<file path="src/rtl/capture_pkg.sv">
package capture_pkg;
  typedef struct packed {
    logic take;       // load the output register with the current input beat
    logic markLast;   // the beat being loaded closes a frame
    logic dropBeat;   // a valid beat arrived while the output was stalled
    logic clearFlag;  // a new window starts
  } capStrobe_t;
endpackage

</file>
<file path="src/rtl/capture_ctrl.sv">
module capture_ctrl
  import capture_pkg::*;
#(
  parameter int BEATS_PER_FRAME = 128,
  parameter int FRAME_CNT_W     = 11
) (
  input  logic                   clk,
  input  logic                   rstN,
  input  logic                   trigPulse,
  input  logic [FRAME_CNT_W-1:0] frameCfg,
  input  logic                   inValid,
  input  logic                   slotFree,
  input  logic                   outPending,
  output logic                   capturing,
  output capStrobe_t             strobe
);
  localparam int BEAT_W = $clog2(BEATS_PER_FRAME);
  localparam logic [BEAT_W-1:0] LAST_BEAT = BEAT_W'(BEATS_PER_FRAME - 1);

  logic [BEAT_W-1:0]      beatIdx;
  logic [FRAME_CNT_W-1:0] frameIdx;
  logic [FRAME_CNT_W-1:0] frameTarget;
  logic startGo, frameEnd, windowEnd;

  assign startGo   = trigPulse && !capturing && !outPending;
  assign frameEnd  = (beatIdx == LAST_BEAT);
  assign windowEnd = frameEnd && (frameIdx == frameTarget - 1'b1);

  always_comb begin
    strobe.take      = capturing && inValid && slotFree;
    strobe.markLast  = frameEnd;
    strobe.dropBeat  = capturing && inValid && !slotFree;
    strobe.clearFlag = startGo;
  end

  always_ff @(posedge clk) begin
    if (!rstN) begin
      capturing   <= 1'b0;
      beatIdx     <= '0;
      frameIdx    <= '0;
      frameTarget <= FRAME_CNT_W'(1);
    end else if (startGo) begin
      capturing   <= 1'b1;
      beatIdx     <= '0;
      frameIdx    <= '0;
      frameTarget <= (frameCfg == '0) ? FRAME_CNT_W'(1) : frameCfg;
    end else if (strobe.take) begin
      beatIdx <= frameEnd ? '0 : beatIdx + 1'b1;
      if (frameEnd) frameIdx <= frameIdx + 1'b1;
      if (windowEnd) capturing <= 1'b0;
    end
  end
endmodule

</file>
<file path="src/rtl/capture_dp.sv">
module capture_dp
  import capture_pkg::*;
#(
  parameter int DATA_W = 128
) (
  input  logic              clk,
  input  logic              rstN,
  input  capStrobe_t        strobe,
  input  logic [DATA_W-1:0] inData,
  input  logic              mTready,
  output logic              slotFree,
  output logic              mTvalid,
  output logic [DATA_W-1:0] mTdata,
  output logic              mTlast,
  output logic              overflow
);
  assign slotFree = !mTvalid || mTready;

  always_ff @(posedge clk) begin
    if (!rstN) begin
      mTvalid <= 1'b0;
      mTdata  <= '0;
      mTlast  <= 1'b0;
    end else if (strobe.take) begin
      mTvalid <= 1'b1;
      mTdata  <= inData;
      mTlast  <= strobe.markLast;
    end else if (mTready) begin
      mTvalid <= 1'b0;
    end
  end

  always_ff @(posedge clk) begin
    if (!rstN)                 overflow <= 1'b0;
    else if (strobe.clearFlag) overflow <= 1'b0;
    else if (strobe.dropBeat)  overflow <= 1'b1;
  end
endmodule

</file>
<file path="src/rtl/burst_capture_top.sv">
module burst_capture_top
  import capture_pkg::*;
#(
  parameter int SAMPLE_W      = 32,
  parameter int LANES         = 4,
  parameter int FRAME_SAMPLES = 512,
  parameter int MAX_FRAMES    = 1024,
  localparam int DATA_W       = SAMPLE_W * LANES,
  localparam int BEATS_PER_FRAME = FRAME_SAMPLES / LANES,
  localparam int FRAME_CNT_W  = $clog2(MAX_FRAMES + 1)
) (
  input  logic                   clk,
  input  logic                   rstN,
  input  logic                   trigPulse,
  input  logic [FRAME_CNT_W-1:0] frameCfg,
  input  logic [DATA_W-1:0]      inData,
  input  logic                   inValid,
  output logic                   mTvalid,
  input  logic                   mTready,
  output logic [DATA_W-1:0]      mTdata,
  output logic                   mTlast,
  output logic                   busy,
  output logic                   overflow
);
  capStrobe_t strobe;
  logic capturing, slotFree;

  capture_ctrl #(
    .BEATS_PER_FRAME(BEATS_PER_FRAME),
    .FRAME_CNT_W(FRAME_CNT_W)
  ) ctrl_i (
    .clk(clk), .rstN(rstN), .trigPulse(trigPulse), .frameCfg(frameCfg),
    .inValid(inValid), .slotFree(slotFree), .outPending(mTvalid),
    .capturing(capturing), .strobe(strobe)
  );

  capture_dp #(.DATA_W(DATA_W)) dp_i (
    .clk(clk), .rstN(rstN), .strobe(strobe), .inData(inData),
    .mTready(mTready), .slotFree(slotFree), .mTvalid(mTvalid),
    .mTdata(mTdata), .mTlast(mTlast), .overflow(overflow)
  );

  assign busy = capturing || mTvalid;
endmodule

</file>
<file path="config.mk">
export PLATFORM = sky130hd
export DESIGN_NAME = burst_capture_top
export DESIGN_NICKNAME = d
export VERILOG_FILES = /design/src/rtl/capture_pkg.sv /design/src/rtl/capture_ctrl.sv /design/src/rtl/capture_dp.sv /design/src/rtl/burst_capture_top.sv
export SDC_FILE = /design/constraint.sdc
export NUM_CORES = 1
export LEC_CHECK = 0
export BUFFER_PORTS_ARGS = -buffer_cell sky130_fd_sc_hd__buf_2
export CAP_MARGIN = 20
export CORE_MARGIN = 2
export CORE_UTILIZATION = 48
export CTS_CLUSTER_DIAMETER = 50
export DETAILED_ROUTE_END_ITERATION = 10
export PLACE_DENSITY = 0.8
export SETUP_SLACK_MARGIN = 0.2
export SYNTH_ARGS = -nofsm -noshare
export SYNTH_HDL_FRONTEND = slang
export SYNTH_SLANG_ARGS = --single-unit
</file>
<file path="constraint.sdc">
create_clock -name clk -period 2.5 [get_ports clk]
set_input_delay 0.375 -clock clk [delete_from_list [all_inputs] [get_ports clk]]
set_output_delay 0.375 -clock clk [all_outputs]
set_load 0.01 [all_outputs]
</file>
==> flow_metrics.py, run 1 <==
metrics = {
    "finish": {
        "multi_input_area_mm2": 0.00305,
        "diodes": 0,
        "final_cell_mix": "289 x nand2_1, 274 x buf_2, 161 x dfxtp_1",
        "fillers": 1161,
        "mostFrequentLayoutCell": "nand2_1",
        "final_util_pct": 64.7,
        "seqCellArea_mm2": 0.00322,
        "final_layout_size_suffix_gt1_share_pct": 31.2,
        "area_growth_pct": 32.0,
        "nets": 1172,
    },
    "floorplanning": {
        "start_util_pct": 49.0,
        "die-area_mm2": 0.0145,
        "core_mm2": 0.0132,
        "die_h_um": 120,
        "ios": 276,
        "die_w_um": 120,
        "rows": 42,
    },
    "power": {
        "p_clk_share_pct": 42.4,
        "netSwitchingPower_mw": 1.39,
        "intPower_mw": 4.41,
        "peakVddDrop_mv": 0.374,
        "seq_power_share_pct": 47.0,
        "p_total_mw": 5.81,
        "power_density_mw_per_mm2": 677,
        "power_frac_comb_pct": 10.6,
        "p_leak_nw": 3.78,
        "sw_frac_of_total_pct": 24.0,
    },
    "yosys": {
        "ys_ff_latch": 161,
        "async_flop_share_pct": 0,
        "seq_area_frac_synth_pct": 49.6,
        "synthCells": 774,
        "synth_area_mm2": 0.00649,
        "synth_cell_types": 47,
        "yosysWarnings": 0,
        "synth-edff-count": 0,
        "synthFlopType": "dfxtp_1",
        "syn_area_per_cell_um2": 8.39,
        "syn_nets": 921,
    },
    "hold_path": {
        "hold_depth": 3,
        "hold_class": "primary input to flip-flop",
        "hold_end": "dp_i.mTdata[38]",
        "hold_start": "inData[38]",
    },
    "grt": {
        "antenna_found_initial": 1,
        "grt_max_degree": 95,
        "grt.overflow.total": 0,
        "grt_pass1_wl_mm": 26.1,
        "groute.usage.overall_pct": 22.4,
        "first_global_vias": 5554,
    },
    "routing": {
        "first_pass_iters": 4,
        "wl_met1_mm": 7.12,
        "detail_route.wl_per_cell_um": 13.6,
        "wirelength_mm": 16.5,
        "dr_wl_met2_mm": 7.55,
        "wl_met3_mm": 1.45,
        "vias_per_cell": 4.93,
        "vias": 5978,
        "ant_nets": 0,
        "highest_layer": "met5",
        "drt_iter0_drc": 356,
        "drc": 0,
    },
    "job": {
        "maxCapViolCount": 0,
    },
    "critical_path": {
        "r2r_setup_slack_ns": 0.49,
        "rr_startpoint": "ctrl_i.frameTarget[0]",
        "worstRegToRegCells": 7,
        "r2r_end": "ctrl_i.capturing",
        "cp-end-kind": "flip-flop",
        "crit_arrival_ns": 2.29,
        "cp_max_fo": 5,
        "start_kind": "flip-flop",
        "path_class": "flip-flop to flip-flop",
        "required_ns": 2.78,
    },
    "clock_tree": {
        "cts_hold_buf": 0,
        "postCtsSetupBuffers": 0,
        "cts_buffer_depth": 2,
        "clock_latency_ns": 0.41,
        "clock-root-buffer": "clkbuf_16",
        "numCtsBuffers": 17,
        "clock_sinks": 161,
        "clkTransAtPathRegs_ns": 0.06,
        "cts-resized-gates": 0,
        "cts_tree": "yes",
        "htree_levels": 4,
    },
    "sta": {
        "hold_viol": 0,
        "rsz0062_at_grt": "no",
        "fin_tns_setup_ns": 0,
        "worst_pin_slew_ns": 0.523,
        "finalCritPeriodShare_pct": 80.6,
        "fin_crit_ns": 2.01,
        "slew_violations": 0,
        "skew_ns": 0.00502,
        "whs_ns": 0.203,
        "relSlewSlack_pct": 64.8,
        "setup_viol": 0,
        "timing.fmax_ghz": 0.496,
    },
    "place": {
        "gp_congestion": 0.838,
        "dpl.hpwl_mm": 11.5,
        "io_buffer_count": 275,
    },
    "outcome": {
        "status": "completed",
    },
}
[Yosys cell counts (2+ instances only)]
cell type  number  area share (%)
nand3_1         8            0.62
a311oi_1        2            0.27
ha_1            3            0.58
buf_2          14             1.1
a31oi_1         3            0.29
inv_1           5            0.29
xnor2_1        16             2.2
dfxtp_1       161              50
nor2_1         24             1.4
a21boi_0      139              16
a211oi_1        2            0.23
o21ai_0         5            0.39
xor2_1         13             1.8
nand2_1       290              17
a21oi_1         5            0.39
o22ai_1         2            0.19
nor4_1          4            0.39
clkbuf_2        2            0.15
clkbuf_1       33             1.9
nand2b_1        2            0.19
and2_1          2            0.19
nor2b_1         2            0.19
and4_1          2            0.27
nor3_1          6            0.46
nand4_1         5            0.48
nor3b_1         2            0.23
buf_1           2            0.12
[metrics by stage]
step	cell area (um^2)	setup slack [ns]	instances
after floorplan	6490	0.689	774
after global placement	8010	0.576	1182
after detailed placement	8010	0.554	1182
after CTS	8570	0.534	1213
after global routing	8570	0.254	1213
final	8570	0.485	1213
[how the worst max path moves through the flow]
| stage | startpoint | to |
|---|---|---|
| after floorplan | ctrl_i.frameTarget[0] | ctrl_i.capturing |
| after global routing | ctrl_i.frameTarget[0] | ctrl_i.capturing |
| after global placement | ctrl_i.frameTarget[0] | ctrl_i.capturing |
| after detailed placement | ctrl_i.frameTarget[0] | ctrl_i.capturing |
| after CTS | ctrl_i.frameTarget[0] | ctrl_i.capturing |
| final | ctrl_i.frameTarget[0] | ctrl_i.capturing |
[power groups by stage]
stage | Combinational [mW] | Sequential, mW | Clock (mW)
finish | 0.618 | 2.73 | 2.46
floorplan | 0.291 | 2.82 | 0
detailed placement | 0.616 | 2.78 | 0
global placement | 0.610 | 2.78 | 0
global route | 0.687 | 2.74 | 2.62
CTS | 0.621 | 2.73 | 2.51
[cell families after synthesis]
logic type	count (synthesis)	synth area share [%]
multiplexers	1	0.154
flip-flops	161	49.6
AO/OA/AOI/OAI	166	19.0
buffers and inverters	56	3.54
AND/OR/NAND/NOR	358	23.2
adder cells (fa/ha/maj)	3	0.578
XOR/XNOR	29	3.91
[sequential cells by signal (all words and copies together) (netlist names)]
| signal | count |
|---|---|
| ctrl_i.frameTarget | 11 |
| ctrl_i.beatIdx | 7 |
| dp_i.overflow | 1 |
| dp_i.mTdata | 128 |
| dp_i.mTlast | 1 |
| ctrl_i.capturing | 1 |
| dp_i.mTvalid | 1 |
| ctrl_i.frameIdx | 11 |
[layer usage]
metal  up-vias  global-route usage (%)
li1       3040                       -
met1      2666                    27.0
met2       240                    36.5
met3        30                    7.17
met4         2                    10.1
met5         -                       0
[critical path, stage by stage (launching register included)]
cell       delay (ns)
dfxtp_1          0.40
inv_1            0.11
ha_1             0.31
xnor2_1          0.12
a2111oi_0        0.35
o21ai_0          0.17
nor4_1           0.30
a31oi_1          0.11
[final cells by class]
type,instances,area share [%]
inverter,5,0.219
clock inverter,9,0.949
timing repair buffer,283,17.4
sequential,161,37.6
multi-input combinational,557,35.6
clock buffer,22,5.65
tap,176,2.57
Power figures use the tool's default switching activity.
==> run 2: changes to the inputs <==
--- a/config.mk
+++ b/config.mk
@@ -8,10 +8,10 @@
 export BUFFER_PORTS_ARGS = -buffer_cell sky130_fd_sc_hd__buf_2
 export CAP_MARGIN = 20
 export CORE_MARGIN = 2
-export CORE_UTILIZATION = 48
+export CORE_UTILIZATION = 43
 export CTS_CLUSTER_DIAMETER = 50
 export DETAILED_ROUTE_END_ITERATION = 10
-export PLACE_DENSITY = 0.8
+export PLACE_DENSITY = 0.76
 export SETUP_SLACK_MARGIN = 0.2
 export SYNTH_ARGS = -nofsm -noshare
 export SYNTH_HDL_FRONTEND = slang
==> constraint.sdc (replaced) <==
create_clock -name clk -period 1.8 [get_ports clk]
set_input_delay 0.27 -clock clk [delete_from_list [all_inputs] [get_ports clk]]
set_output_delay 0.27 -clock clk [all_outputs]
set_load 0.01 [all_outputs]
==> run 2 against run 1 <==
  * Total power up 49%
  * Non-clock buffer count grew 24
  * Critical path depth down 2
  * Largest cell class unchanged
  * Final cell count grew 2.7%
  * Critical path type unchanged
  * Maximum frequency grew 25%
==> flow_metrics.py, run 2 (synthesis gave the netlist of run 1 again) <==
metrics = {
    "outcome": {
        "status": "completed",
    },
    "power": {
        "netSwitchingPower_mw": 2.07,
        "power_density_mw_per_mm2": 959,
        "power_frac_comb_pct": 11.2,
        "p_total_mw": 8.67,
        "seq_power_share_pct": 43.6,
        "sw_frac_of_total_pct": 23.9,
        "p_clk_share_pct": 45.2,
        "peakVddDrop_mv": 0.627,
        "p_leak_nw": 3.98,
        "intPower_mw": 6.60,
    },
    "sta": {
        "setup_viol": 0,
        "hold_viol": 0,
        "finalCritPeriodShare_pct": 89.4,
        "slew_violations": 0,
        "relSlewSlack_pct": 66.4,
        "fin_tns_setup_ns": 0,
        "whs_ns": 0.0902,
        "worst_pin_slew_ns": 0.502,
        "rsz0062_at_grt": "yes",
        "skew_ns": 0.00943,
        "fin_crit_ns": 1.61,
        "timing.fmax_ghz": 0.622,
    },
    "job": {
        "maxCapViolCount": 0,
    },
    "grt": {
        "antenna_found_initial": 0,
        "grt_pass1_wl_mm": 27.6,
        "grt.overflow.total": 0,
        "groute.usage.overall_pct": 21.1,
        "first_global_vias": 5817,
        "grt_max_degree": 91,
    },
    "clock_tree": {
        "clock_latency_ns": 0.42,
        "clock-root-buffer": "clkbuf_16",
        "numCtsBuffers": 17,
        "clkTransAtPathRegs_ns": 0.06,
        "cts_buffer_depth": 2,
        "cts_hold_buf": 0,
        "htree_levels": 4,
        "clock_sinks": 161,
        "cts_tree": "yes",
    },
    "critical_path": {
        "rr_startpoint": "ctrl_i.frameIdx[5]",
        "cp_max_fo": 4,
        "r2r_end": "ctrl_i.frameIdx[10]",
        "cp-end-kind": "flip-flop",
        "start_kind": "flip-flop",
        "worstRegToRegCells": 5,
        "path_class": "flip-flop to flip-flop",
        "r2r_setup_slack_ns": 0.19,
        "required_ns": 2.08,
        "crit_arrival_ns": 1.89,
    },
    "place": {
        "io_buffer_count": 275,
        "gp_congestion": 0.903,
        "dpl.hpwl_mm": 11.8,
    },
    "finish": {
        "nets": 1196,
        "top_register": "dp_i.mTdata",
        "area_growth_pct": 39.3,
        "fillers": 1277,
        "seqCellArea_mm2": 0.00324,
        "final_layout_size_suffix_gt1_share_pct": 35.0,
        "largest_reg_flops": 128,
        "final_cell_mix": "288 x nand2_1, 274 x buf_2, 154 x dfxtp_1",
        "multi_input_area_mm2": 0.00316,
        "reg_top3": "dp_i.mTdata: 128 flops, ctrl_i.frameIdx: 11 flops, ctrl_i.frameTarget: 11 flops",
        "mostFrequentLayoutCell": "nand2_1",
        "diodes": 0,
    },
    "hold_path": {
        "hold_end": "dp_i.mTdata[125]",
        "hold_class": "primary input to flip-flop",
        "hold_depth": 3,
        "hold_start": "inData[125]",
    },
    "floorplanning": {
        "ios": 276,
        "die_w_um": 127,
        "rows": 44,
        "die_h_um": 127,
        "start_util_pct": 44.4,
        "core_mm2": 0.0146,
        "die-area_mm2": 0.0161,
    },
    "routing": {
        "vias_per_cell": 5.01,
        "detail_route.wl_per_cell_um": 14.6,
        "wirelength_mm": 18.1,
        "ant_nets": 0,
        "vias": 6241,
        "drt_iter0_drc": 264,
        "dr_wl_met2_mm": 8.67,
        "wl_met1_mm": 7.89,
        "drc": 0,
        "highest_layer": "met4",
        "first_pass_iters": 4,
        "wl_met3_mm": 1.24,
    },
}
==> run 2: cell count changes in the layout (fill, tap and decap cells not counted), moves of 3 or more <==
cell	before	now
dfxtp_2	0	5
bufinv_16	1	4
dfxtp_1	161	154
buf_4	5	23
clkinv_2	4	1
nor3_2	0	3
nor3_1	6	2
==> run 2: power groups by stage <==
| stage | combinational [mW] | clock [mW] | sequential, mW |
|---|---|---|---|
| after global placement | 0.872 | 0 | 3.86 |
| after floorplan | 0.409 | 0 | 3.92 |
| after CTS | 0.907 | 3.99 | 3.78 |
| after global routing | 1.07 | 4.12 | 3.80 |
| after detailed placement | 0.879 | 0 | 3.86 |
| final | 0.970 | 3.92 | 3.78 |
==> run 2: critical path, cell delays in order, from the launching register on <==
cell     delay, ns
dfxtp_1       0.41
and4_1        0.30
nand4_1       0.26
nor4_4        0.29
xnor2_1       0.14
nor2_1        0.06
==> run 2: final cells by class <==
| type | instances | share of cell area [%] |
|---|---|---|
| tap | 184 | 2.54 |
| clock buffer | 21 | 5.20 |
| inverter | 5 | 0.263 |
| timing repair buffer | 307 | 19.4 |
| multi-input combinational | 557 | 34.9 |
| clock inverter | 11 | 1.94 |
| sequential | 161 | 35.8 |
==> run 2: layer usage <==
metal	vias up	track usage, %
met3	29	5.90
met1	2891	26.7
met5	-	0
li1	3089	-
met2	232	34.4
met4	0	7.95
==> run 2: timing repair <==
action	CTS	global route
setup endpoints to repair	9	114
pin swaps	3	13
buffers inserted	5	10
endpoints found under the hold margin	0	0
resized for setup	12	20
cloned	1	2
==> run 2: how the worst max path moves through the flow <==
stage,from,to,slack (ns),depth (start not counted)
floorplan,ctrl_i.beatIdx[0],ctrl_i.capturing,0.20,6
global placement,ctrl_i.beatIdx[0],ctrl_i.frameIdx[10],0.11,6
detailed placement,ctrl_i.beatIdx[0],ctrl_i.frameIdx[10],0.06,6
CTS,ctrl_i.frameTarget[6],ctrl_i.capturing,0.15,5
global route,ctrl_i.frameIdx[5],ctrl_i.frameIdx[10],0.08,5
finish,ctrl_i.frameIdx[5],ctrl_i.frameIdx[10],0.19,5
==> run 2: stage by stage <==
step / utilization [%] / setup WS (ns) / cells / cell area [um^2]
detailed placement: 55.2 / 0.0630 / 1196 / 8090
finish: 61.8 / 0.191 / 1246 / 9050
global route: 61.8 / 0.0788 / 1246 / 9050
global placement: 55.2 / 0.111 / 1196 / 8090
CTS: 60.4 / 0.152 / 1234 / 8850
floorplan: - / 0.205 / 774 / 6510
==> run 3: changes to the inputs <==
--- a/config.mk
+++ b/config.mk
@@ -11,7 +11,9 @@
 export CORE_UTILIZATION = 43
 export CTS_CLUSTER_DIAMETER = 50
 export DETAILED_ROUTE_END_ITERATION = 10
+export GPL_ROUTABILITY_DRIVEN = 0
 export PLACE_DENSITY = 0.76
+export RECOVER_POWER = 100
 export SETUP_SLACK_MARGIN = 0.2
 export SYNTH_ARGS = -nofsm -noshare
 export SYNTH_HDL_FRONTEND = slang
==> run 3 against run 2 <==
  * Combinational power is 3.9% lower
  * Critical path depth increased by 1
  * Flip-flop and latch count did not move
  * Sequential share of layout area rose by 0.85 points
  * Clock-buffer cell count unchanged
  * Total power down 0.40%
  * Sequential power hardly changed
  * Global-route usage unchanged
  * Die area unchanged
  * Critical path type unchanged
  * Largest cell class unchanged
  * Largest power group unchanged
==> flow_metrics.py, run 3 (synthesis gave the netlist of run 1 again) <==
metrics = {
    "outcome": {
        "status": "completed",
    },
    "power": {
        "netSwitchingPower_mw": 2.07,
        "p_clk_share_pct": 45.4,
        "peakVddDrop_mv": 0.624,
        "power_frac_comb_pct": 10.8,
        "p_leak_nw": 3.38,
        "sw_frac_of_total_pct": 24.0,
        "seq_power_share_pct": 43.8,
        "intPower_mw": 6.57,
        "power_density_mw_per_mm2": 979,
    },
    "routing": {
        "drt_iter0_drc": 304,
        "vias_per_cell": 5.02,
        "ant_nets": 0,
        "wirelength_mm": 18.2,
        "first_pass_iters": 5,
        "detail_route.wl_per_cell_um": 14.6,
        "drc": 0,
        "vias": 6250,
    },
    "finish": {
        "fillers": 1369,
        "area_growth_pct": 35.9,
        "mostFrequentLayoutCell": "nand2_1",
        "final_cell_mix": "289 x nand2_1, 156 x dfxtp_1, 143 x buf_2",
        "nets": 1196,
        "final_layout_size_suffix_gt1_share_pct": 21.7,
        "top_register": "dp_i.mTdata",
        "stdcell_count": 1246,
        "diodes": 0,
        "reg_top3": "dp_i.mTdata: 128 flops, ctrl_i.frameIdx: 11 flops, ctrl_i.frameTarget: 11 flops",
        "largest_reg_flops": 128,
        "final_util_pct": 60.3,
    },
    "sta": {
        "finalCritPeriodShare_pct": 91.9,
        "hold_viol": 0,
        "worst_pin_slew_ns": 0.507,
        "whs_ns": 0.0893,
        "fin_tns_setup_ns": 0,
        "setup_ws_ns": 0.146,
        "relSlewSlack_pct": 66.1,
        "setup_viol": 0,
        "slew_violations": 0,
        "timing.fmax_ghz": 0.605,
        "fin_crit_ns": 1.65,
        "skew_ns": 0.00935,
        "rsz0062_at_grt": "yes",
    },
    "floorplanning": {
        "start_util_pct": 44.4,
        "rows": 44,
        "die-area_mm2": 0.0161,
        "die_h_um": 127,
        "die_w_um": 127,
        "ios": 276,
        "core_mm2": 0.0146,
    },
    "grt": {
        "grt_pass1_wl_mm": 27.6,
        "groute.usage.overall_pct": 21.1,
        "first_global_vias": 5817,
        "antenna_found_initial": 0,
        "grt_max_degree": 91,
        "grt.overflow.total": 0,
    },
    "hold_path": {
        "hold_start": "inData[36]",
        "hold_class": "primary input to flip-flop",
    },
    "clock_tree": {
        "cts_tree": "yes",
        "htree_levels": 4,
        "clock_latency_ns": 0.42,
        "cts_buffer_depth": 2,
        "clock_sinks": 161,
        "cts_hold_buf": 0,
        "clock-root-buffer": "clkbuf_16",
        "clkTransAtPathRegs_ns": 0.06,
        "numCtsBuffers": 17,
    },
    "critical_path": {
        "crit_arrival_ns": 1.99,
        "required_ns": 2.14,
        "startpoint": "ctrl_i.capturing",
        "path_class": "flip-flop to flip-flop",
        "cp-end-kind": "flip-flop",
        "cp_max_fo": 33,
        "start_kind": "flip-flop",
        "rr_startpoint": "ctrl_i.capturing",
        "r2r_setup_slack_ns": 0.15,
    },
    "place": {
        "place_inst": 1196,
        "io_buffer_count": 275,
        "dpl.hpwl_mm": 11.8,
        "dp_slack_ns": 0.0630,
    },
    "job": {
        "maxCapViolCount": 0,
    },
}
run 3: area by class of cell:
| type | count | area (um^2) | share of cell area [%] |
|---|---|---|---|
| flip-flops and latches | 161 | 3230 | 36.6 |
| multi-input cells | 557 | 3120 | 35.3 |
| repair buffers | 307 | 1580 | 17.9 |
| clock buffers | 21 | 470 | 5.33 |
| well taps | 184 | 230 | 2.61 |
| clock inverters | 11 | 175 | 1.98 |
| inverters | 5 | 23.8 | 0.269 |
run 3: worst paths after layout:
check | end | cells past startpoint
worst min-delay path | dp_i.mTdata[36] | 3
worst max-delay path | dp_i.mTdata[25] | 6
worst min register to register | dp_i.mTdata[108] | 2
worst max register to register | dp_i.mTdata[25] | 6
run 3: per-layer routing:
metal	global-route usage (%)	vias to the layer above	part of all wire (%)
li1	-	3092	-
met5	0	-	0
met2	34.4	256	48
met3	5.90	31	7.8
met1	26.7	2871	42
met4	7.95	0	2.1
run 3: stage by stage:
stage	power (mW)	area, um^2
after CTS	8.67	8850
after global placement	4.73	8090
final	8.64	8820
after floorplan	4.33	6510
after global routing	8.95	8820
after detailed placement	4.74	8090
run 3: timing repair:
| action | CTS | global route |
|---|---|---|
| resized for setup | 12 | 20 |
| endpoints found under the setup margin | 9 | 114 |
| setup buffers | 5 | 10 |
| gates cloned | 1 | 2 |
| pin swaps | 3 | 13 |
run 3: worst max-delay path: stages, from the launching register on:
cell	delay (ns)
dfxtp_1	0.41
nand2_1	0.22
nor2_4	0.26
clkbuf_1	0.19
buf_12	0.20
nand2_1	0.09
a21boi_0	0.17
run 3: power groups by stage:
stage | clock network (mW) | registers (mW) | logic, mW
after floorplan | 0 | 3.92 | 0.409
after global placement | 0 | 3.86 | 0.872
after detailed placement | 0 | 3.86 | 0.879
after CTS | 3.99 | 3.78 | 0.907
after global routing | 4.12 | 3.80 | 1.03
final | 3.92 | 3.79 | 0.932
